--- src/rtl/ccc_pkg.sv ---
package ccc_pkg;
  localparam int NSLOT    = 4;
  localparam int SLOT_W   = 2;
  localparam int LVL_W    = 2;
  typedef logic [SLOT_W-1:0] slot_t;
  typedef logic [LVL_W-1:0]  lvl_t;
  localparam lvl_t LVL_FULL = 2'd2;
endpackage

--- src/rtl/ccc_capture_filter.sv ---
module ccc_capture_filter
  import ccc_pkg::*;
#(
  parameter int CHG_W      = 8,
  parameter int SLOT_BYTES = 64,
  localparam int OFF_W     = $clog2(SLOT_BYTES)
) (
  input  logic             clk,
  input  logic             rst_n,
  input  logic             mode_all,
  input  logic             in_valid,
  input  logic             in_last,
  input  logic             in_good,
  input  logic [CHG_W-1:0] in_chg,
  output logic             in_ready,
  output logic             wr_en,
  output logic [OFF_W-1:0] wr_off,
  output logic             commit
);
  logic             rdy_q;
  logic [OFF_W-1:0] off_q;
  logic [CHG_W-1:0] last_chg_q;
  logic             beat;
  logic             qualify;

  assign in_ready = rdy_q;
  assign beat     = in_valid & rdy_q;
  assign qualify  = in_good & (mode_all | (in_chg != last_chg_q));
  assign commit   = beat & in_last & qualify;
  assign wr_en    = beat;
  assign wr_off   = off_q;

  always_ff @(posedge clk) begin
    if (!rst_n) begin
      rdy_q      <= 1'b0;
      off_q      <= '0;
      last_chg_q <= '0;
    end else begin
      rdy_q <= 1'b1;
      if (beat) off_q <= in_last ? '0 : off_q + 1'b1;
      if (commit) last_chg_q <= in_chg;
    end
  end
endmodule

--- src/rtl/ccc_slot_mgr.sv ---
module ccc_slot_mgr
  import ccc_pkg::*;
(
  input  logic  clk,
  input  logic  rst_n,
  input  logic  adv,
  input  logic  commit,
  input  logic  lvl_rd,
  output lvl_t  level,
  output logic  ovf,
  output slot_t ref_slot,
  output slot_t nxt_slot,
  output slot_t fill_slot
);
  slot_t [NSLOT-1:0] ord_q, ord_a, ord_n;
  lvl_t              lvl_q, lvl_a, lvl_n;
  logic              ovf_q, ovf_n;
  logic [SLOT_W-1:0] fill_pos;

  // Step 1: advance (rotate order, drop level); step 2: capture.
  always_comb begin
    ord_a = ord_q;
    lvl_a = lvl_q;
    if (adv && lvl_q != '0) begin
      for (int i = 0; i < NSLOT; i++) ord_a[i] = ord_q[(i + 1) % NSLOT];
      lvl_a = lvl_q - 1'b1;
    end
    ord_n = ord_a;
    lvl_n = lvl_a;
    ovf_n = ovf_q & ~lvl_rd;
    if (commit) begin
      if (lvl_a == LVL_FULL) begin
        ord_n[LVL_FULL] = ord_a[NSLOT-1];
        ord_n[NSLOT-1]  = ord_a[LVL_FULL];
        ovf_n           = 1'b1;
      end else begin
        lvl_n = lvl_a + 1'b1;
      end
    end
  end

  // The slot that receives bytes keeps its identity across an advance.
  assign fill_pos  = (lvl_q == LVL_FULL) ? SLOT_W'(NSLOT - 1) : lvl_q + 1'b1;
  assign fill_slot = ord_q[fill_pos];
  assign ref_slot  = ord_q[0];
  assign nxt_slot  = ord_q[1];
  assign level     = lvl_q;
  assign ovf       = ovf_q;

  always_ff @(posedge clk) begin
    if (!rst_n) begin
      for (int i = 0; i < NSLOT; i++) ord_q[i] <= slot_t'(i);
      lvl_q <= '0;
      ovf_q <= 1'b0;
    end else begin
      ord_q <= ord_n;
      lvl_q <= lvl_n;
      ovf_q <= ovf_n;
    end
  end
endmodule

--- src/rtl/ccc_store.sv ---
module ccc_store
  import ccc_pkg::*;
#(
  parameter int DATA_W     = 8,
  parameter int SLOT_BYTES = 64,
  localparam int OFF_W     = $clog2(SLOT_BYTES),
  localparam int DEPTH     = NSLOT * SLOT_BYTES
) (
  input  logic              clk,
  input  logic              we,
  input  slot_t             wslot,
  input  logic [OFF_W-1:0]  woff,
  input  logic [DATA_W-1:0] wdata,
  input  slot_t             rslot,
  input  logic [OFF_W-1:0]  roff,
  output logic [DATA_W-1:0] rdata
);
  logic [DATA_W-1:0] mem [DEPTH];

  always_ff @(posedge clk) begin
    if (we) mem[{wslot, woff}] <= wdata;
    rdata <= mem[{rslot, roff}];
  end
endmodule

--- src/rtl/ctl_cell_capture.sv ---
module ctl_cell_capture
  import ccc_pkg::*;
#(
  parameter int DATA_W     = 8,
  parameter int CHG_W      = 8,
  parameter int SLOT_BYTES = 64,
  localparam int OFF_W     = $clog2(SLOT_BYTES)
) (
  input  logic              clk,
  input  logic              rst_n,
  input  logic              mode_all,
  input  logic              in_valid,
  output logic              in_ready,
  input  logic [DATA_W-1:0] in_data,
  input  logic              in_last,
  input  logic              in_good,
  input  logic [CHG_W-1:0]  in_chg,
  input  logic              adv,
  input  logic              lvl_rd,
  input  logic [OFF_W:0]    rd_addr,
  output logic [DATA_W-1:0] rd_data,
  output logic [1:0]        level,
  output logic              ovf
);
  logic             wr_en;
  logic [OFF_W-1:0] wr_off;
  logic             commit;
  slot_t            ref_slot, nxt_slot, fill_slot, rd_slot;
  lvl_t             lvl;

  ccc_capture_filter #(.CHG_W(CHG_W), .SLOT_BYTES(SLOT_BYTES)) u_filter (
    .clk(clk), .rst_n(rst_n), .mode_all(mode_all),
    .in_valid(in_valid), .in_last(in_last), .in_good(in_good), .in_chg(in_chg),
    .in_ready(in_ready), .wr_en(wr_en), .wr_off(wr_off), .commit(commit)
  );

  ccc_slot_mgr u_slots (
    .clk(clk), .rst_n(rst_n), .adv(adv), .commit(commit), .lvl_rd(lvl_rd),
    .level(lvl), .ovf(ovf), .ref_slot(ref_slot), .nxt_slot(nxt_slot),
    .fill_slot(fill_slot)
  );

  assign rd_slot = rd_addr[OFF_W] ? nxt_slot : ref_slot;
  assign level   = lvl;

  ccc_store #(.DATA_W(DATA_W), .SLOT_BYTES(SLOT_BYTES)) u_store (
    .clk(clk), .we(wr_en), .wslot(fill_slot), .woff(wr_off), .wdata(in_data),
    .rslot(rd_slot), .roff(rd_addr[OFF_W-1:0]), .rdata(rd_data)
  );
endmodule

--- config.mk ---
export PLATFORM = sky130hd
export DESIGN_NAME = ctl_cell_capture
export DESIGN_NICKNAME = d
export VERILOG_FILES = /design/src/rtl/ccc_pkg.sv /design/src/rtl/ccc_capture_filter.sv /design/src/rtl/ccc_slot_mgr.sv /design/src/rtl/ccc_store.sv /design/src/rtl/ctl_cell_capture.sv
export SDC_FILE = /design/constraint.sdc
export NUM_CORES = 2
export LEC_CHECK = 0
export BUFFER_PORTS_ARGS = -buffer_cell sky130_fd_sc_hd__buf_2
export CAP_MARGIN = 20
export CORE_MARGIN = 2
export CORE_UTILIZATION = 42
export DETAILED_ROUTE_END_ITERATION = 10
export MAX_ROUTING_LAYER = met4
export PLACE_DENSITY = 0.59
export SYNTH_ARGS = -nofsm -noshare
export SYNTH_HDL_FRONTEND = slang
export SYNTH_SLANG_ARGS = --single-unit
--- constraint.sdc ---
create_clock -name clk -period 8.2 [get_ports clk]
set_clock_uncertainty 0.05 [all_clocks]
set_input_delay 1.64 -clock clk [delete_from_list [all_inputs] [get_ports clk]]
set_output_delay 1.64 -clock clk [all_outputs]
set_load 0.02 [all_outputs]
; Yosys cells after proc, flatten, opt, wreduce, memory -nomap -nowiden
; Memory sizes are Yosys's and may differ from the RTL's. A register that Yosys moved wholly into a read port is not among the register bits.
; Cells that the tools add are included.
[word_totals]
reg_bits = 26
latch_bits = 0
ram_bits = 2048
rom_bits = 0
inputBits = 31
wordCells = 43
mem_count = 1
[classes]
add_sub_neg = 4
multipliers = 0
div = 0
order_cmp = 1
n_eq_ne = 3
shift = 0
n_mux = 16
n_bitwise = 7
reduce_logical = 2
[memory_table]
columns = name, words, width, read_ports, rd_clocked_by_memory_dff, write_ports, line_no
row1 = u_store.mem, 256, 8, 1, 1, 1, ccc_store.sv:18  ; logic [DATA_W-1:0] mem [DEPTH];
[op_table]
columns = op, n
row1 = two-way mux 2 bit, 6
row2 = two-way mux 4 bit, 2
row3 = two-way mux 8 bit, 1
row4 = != test 8 bit, 1
row5 = "adder 6 x 1 -> 6 bit, second input constant", 1
row6 = two-way mux 6 bit, 1
row7 = bitwise AND 1 bit, 5
row8 = two-way mux 1 bit, 5
row9 = "adder 2 x 1 -> 2 bit, second input constant", 2
row10 = binary-select mux 2 bit (select 2 bit), 1
row11 = "equality test 2 bit, second input constant", 2
row12 = "less-than comparator 2 x 3 -> 1 bit, second input constant", 1
row13 = nonzero test 2 bit, 1
row14 = "subtractor 2 x 1 -> 2 bit, second input constant", 1
row15 = logical AND 1 bit, 1
row16 = inverter 1 bit, 1
row17 = OR 1 bit, 1

; Longest topological paths before layout
[logic_depth]
word_depth = 6
ltp_mapped = 12
ltp_nobuf = 11

; By module
; Synthesis repeated with hierarchy kept, for this count alone.
[unflattened]
hier_cells = 3902
hier_area_um2 = 81025.2
[modules_own_cells]
columns = module, instances, cells_per_inst, area_per_inst_um2, seq_area_each_um2
row1 = ccc_store, 1, 3733, 79556.3, 61659.1
row2 = ccc_capture_filter, 1, 86, 730.7, 300.3
row3 = ccc_slot_mgr, 1, 81, 715.7, 220.2
row4 = ctl_cell_capture, 1, 2, 22.5, 0.0

; Least setup slack after synthesis
; Ideal clock, no wire load.
[synth_path]
path_kind = in2reg
startpoint = input port rd_addr[0]
endpoint = register u_store.rdata[1] (read register of u_store.mem)
t_arrival_ps = 3563
setup_slack_ps = 4455
path_stages = 8
cell_sequence = buf_6 > buf_12 > buf_12 > buf_12 > mux4_1 > mux4_2 > a221oi_1 > nor4b_2
[synth_rtl]
columns = item, line_no
row1 = from (decl), ctl_cell_capture.sv:20  ; input logic [OFF_W:0] rd_addr,
row2 = to (decl), ccc_store.sv:16  ; output logic [DATA_W-1:0] rdata

==> results.yml <==
status:
  status: "completed"
synthesis:
  ys_top_cells_by_count: "2048 x edfxtp_1, 390 x mux4_2, 289 x mux2i_1"
  postSynthCellCount: 3927
  synth.top_cell.area_share_pct: 75.2
  synthTopCellsByArea: "edfxtp_1 75%, mux4_2 11%, mux2i_1 3.5%, o221ai_1 1.4%, nor2_1 1.3%"
  yosysWarningCount: 0
  synth_top_family_by_area: "multiplexers"
  ys.flop_type: "edfxtp_1"
  seq_area_frac_synth_pct: 76.1
  avgSynthCellArea_um2: 20.8
  synth_most_common_cell: "edfxtp_1"
  synth_seq_cells: 2082
  synth-simple-area-share_pct: 2.42
  netlist_area_um2: 81700
  synth_largest_area_cell: "edfxtp_1"
  synth_compound_area_share_pct: 3.42
  synth_edf_count: 2048
  synthMuxAreaShare_pct: 15.5
  async_reset_ff_share_pct: 0
  syn_nets: 3966
  ys_types: 65
  yosys.area_share.xor_xnor_pct: 0.161
  synthAdderAreaFrac_pct: 0.122
run:
  max_cap_viol_count: 0
global_route:
  grt_pass1_wl_um: 295000
  grt_overflow: 0
  grt_pass1_vias: 39552
  grt_start_max_net_pins: 151
  antenna_found_initial: 6
  track_usage_pct: 21.4
cells_and_area:
  drive_gt1_share_pct: 19.4
  nets: 4058
  area_growth_pct: 10.8
sta:
  max_freq_mhz: 204
  period_share_pct: 59.9
  hold_viol: 0
  period_minus_slack_ns: 4.91
  finalSetupViolCount: 0
  slew_violations: 0
  slew_headroom_pct: 22.8
  rsz0062_at_grt: "false"
  final.setup.tns_ns: 0
  tightest_slew_ns: 1.16
  hold_slack_ns: 0.421
cts:
  cts_setup_buffers: 0
  clock_path_buffers: 3
  cts_buffers: 203
  cts.repair.resized: 0
  h-tree-depth: 4
  cts-root-buf: "clkbuf_16"
  cts_tree: "done"
  postCtsHoldBufs: 0
  worstSkewPairLatency_ns: 0.83
  clk_pin_slew_ns: 0.06
  cts_sinks: 2082
die:
  die_area_um2: 198000
  fp.dieH_um: 445
  rows: 161
  ios: 43
  initial_core_util_pct: 42.4
  die_x_um: 445
  core_area_um2: 193000
critical_path:
  end_kind: "flip-flop"
  crit_type: "in2reg"
  crit_required_ns: 8.86
  cp-start-kind: "input port"
  critPathMaxFanout: 75
  critical_path_arrival_ns: 5.57
detailed_routing:
  first_pass_iters: 6
  viasPerCell: 5.90
  drc: 0
  wl_per_cell_um: 30.9
  ant_nets: 0
  drtIter0Drc: 4695
  vias: 39675
  wirelength_um: 208000
power_and_ir_drop:
  power.density_nw_per_um2: 244
  p_leak_nw: 28.4
  ir_drop_mv: 0.201
place:
  gp_congestion: 0.834
  io_buffers: 42
  detailedPlacementHpwl_um: 123000
hold_path:
  hp-class: "reg2reg"
==> cell usage in the layout, fill, tap and decap left out, drive strengths merged, types with 8 or more instances in the layout <==
cell type	synthesis	layout
a211oi	13	13
a21boi	12	12
a21oi	82	82
a22o	10	10
a22oi	38	38
and2	8	8
buf	135	116
bufinv	0	14
clkbuf	96	272
clkinv	1	85
dfxtp	34	34
edfxtp	2048	2048
ha	8	8
inv	8	12
mux2i	289	289
mux4	428	428
nand2	106	106
nand3	20	20
nor2	284	284
nor2b	12	12
nor4	9	9
o21ai	18	18
o221ai	133	133
o22ai	71	71
xor2	11	11
==> cell type report <==
| cell class | count | area, um^2 |
|---|---|---|
| timing repair buffer | 119 | 1030 |
| clock inverter | 104 | 886 |
| fill | 15867 | 102000 |
| tap | 2526 | 3160 |
| inverter | 9 | 37.5 |
| clock buffer | 269 | 5510 |
| sequential | 2082 | 62200 |
| multi-input combinational | 1604 | 17800 |
| antenna | 6 | 15.0 |
==> flip-flops by register name, summed over array words and instances, names as in the netlist <==
register	flops
u_store.mem	2048
u_filter.last_chg_q	8
u_store.rdata	8
u_filter.wr_off	6
u_slots.ord_q	4
u_slots.level	2
u_slots.nxt_slot	2
u_slots.ref_slot	2
u_filter.in_ready	1
u_slots.ovf	1
==> path summary, 6_finish.rpt <==
check	from	to	slack [ns]	depth (start not counted)
worst max-delay path	rd_addr[2]	u_store.rdata[3]	3.29	8
worst min-delay path	u_filter.last_chg_q[5]	u_filter.last_chg_q[5]	0.42	2
worst max register to register	u_slots.level[0]	u_store.mem[186][2]	4.01	7
worst min register to register	u_filter.last_chg_q[5]	u_filter.last_chg_q[5]	0.42	2
==> logic make-up after synthesis <==
logic type / Yosys count
AO/OA/AOI/OAI: 391
XOR/XNOR: 15
adder cells (fa/ha/maj): 8
buffers and inverters: 241
flip-flops: 2082
multiplexers: 719
AND/OR/NAND/NOR: 471
==> report_power, final <==
group,internal (W),switching (W)
Sequential,0.0117,0.0000421
Combinational,0.000398,0.000833
Clock,0.00515,0.00394
==> per-stage QoR <==
stage               instances  area, um^2  total power (W)  utilization (%)  setup WS [ns]
floorplan                3927       81700           0.0127                -           4.46
global placement         6336       84100           0.0132             43.6           2.22
detailed placement       6338       84200           0.0132             43.6           2.51
CTS                      6711       90500           0.0222             46.9           3.40
global route             6715       90600           0.0227             46.9           3.25
finish                   6719       90600           0.0221             46.9           3.29
==> critical path: stages <==
cell	delay [ns]
buf_4	0.66
nand2b_4	0.61
buf_12	0.43
o221ai_1	0.30
o22ai_1	0.13
o21ai_0	0.74
nand3_1	0.44
a2111oi_1	0.46
==> per-layer routing <==
layer	up-vias	GRT usage [%]	routed length, um
met5	-	-	0
met3	261	3.40	13200
met2	1488	33.7	102000
met1	21310	29.4	88100
li1	16616	-	-
met4	0	5.41	4840
No activity file was read; power rests on OpenSTA's default activity.
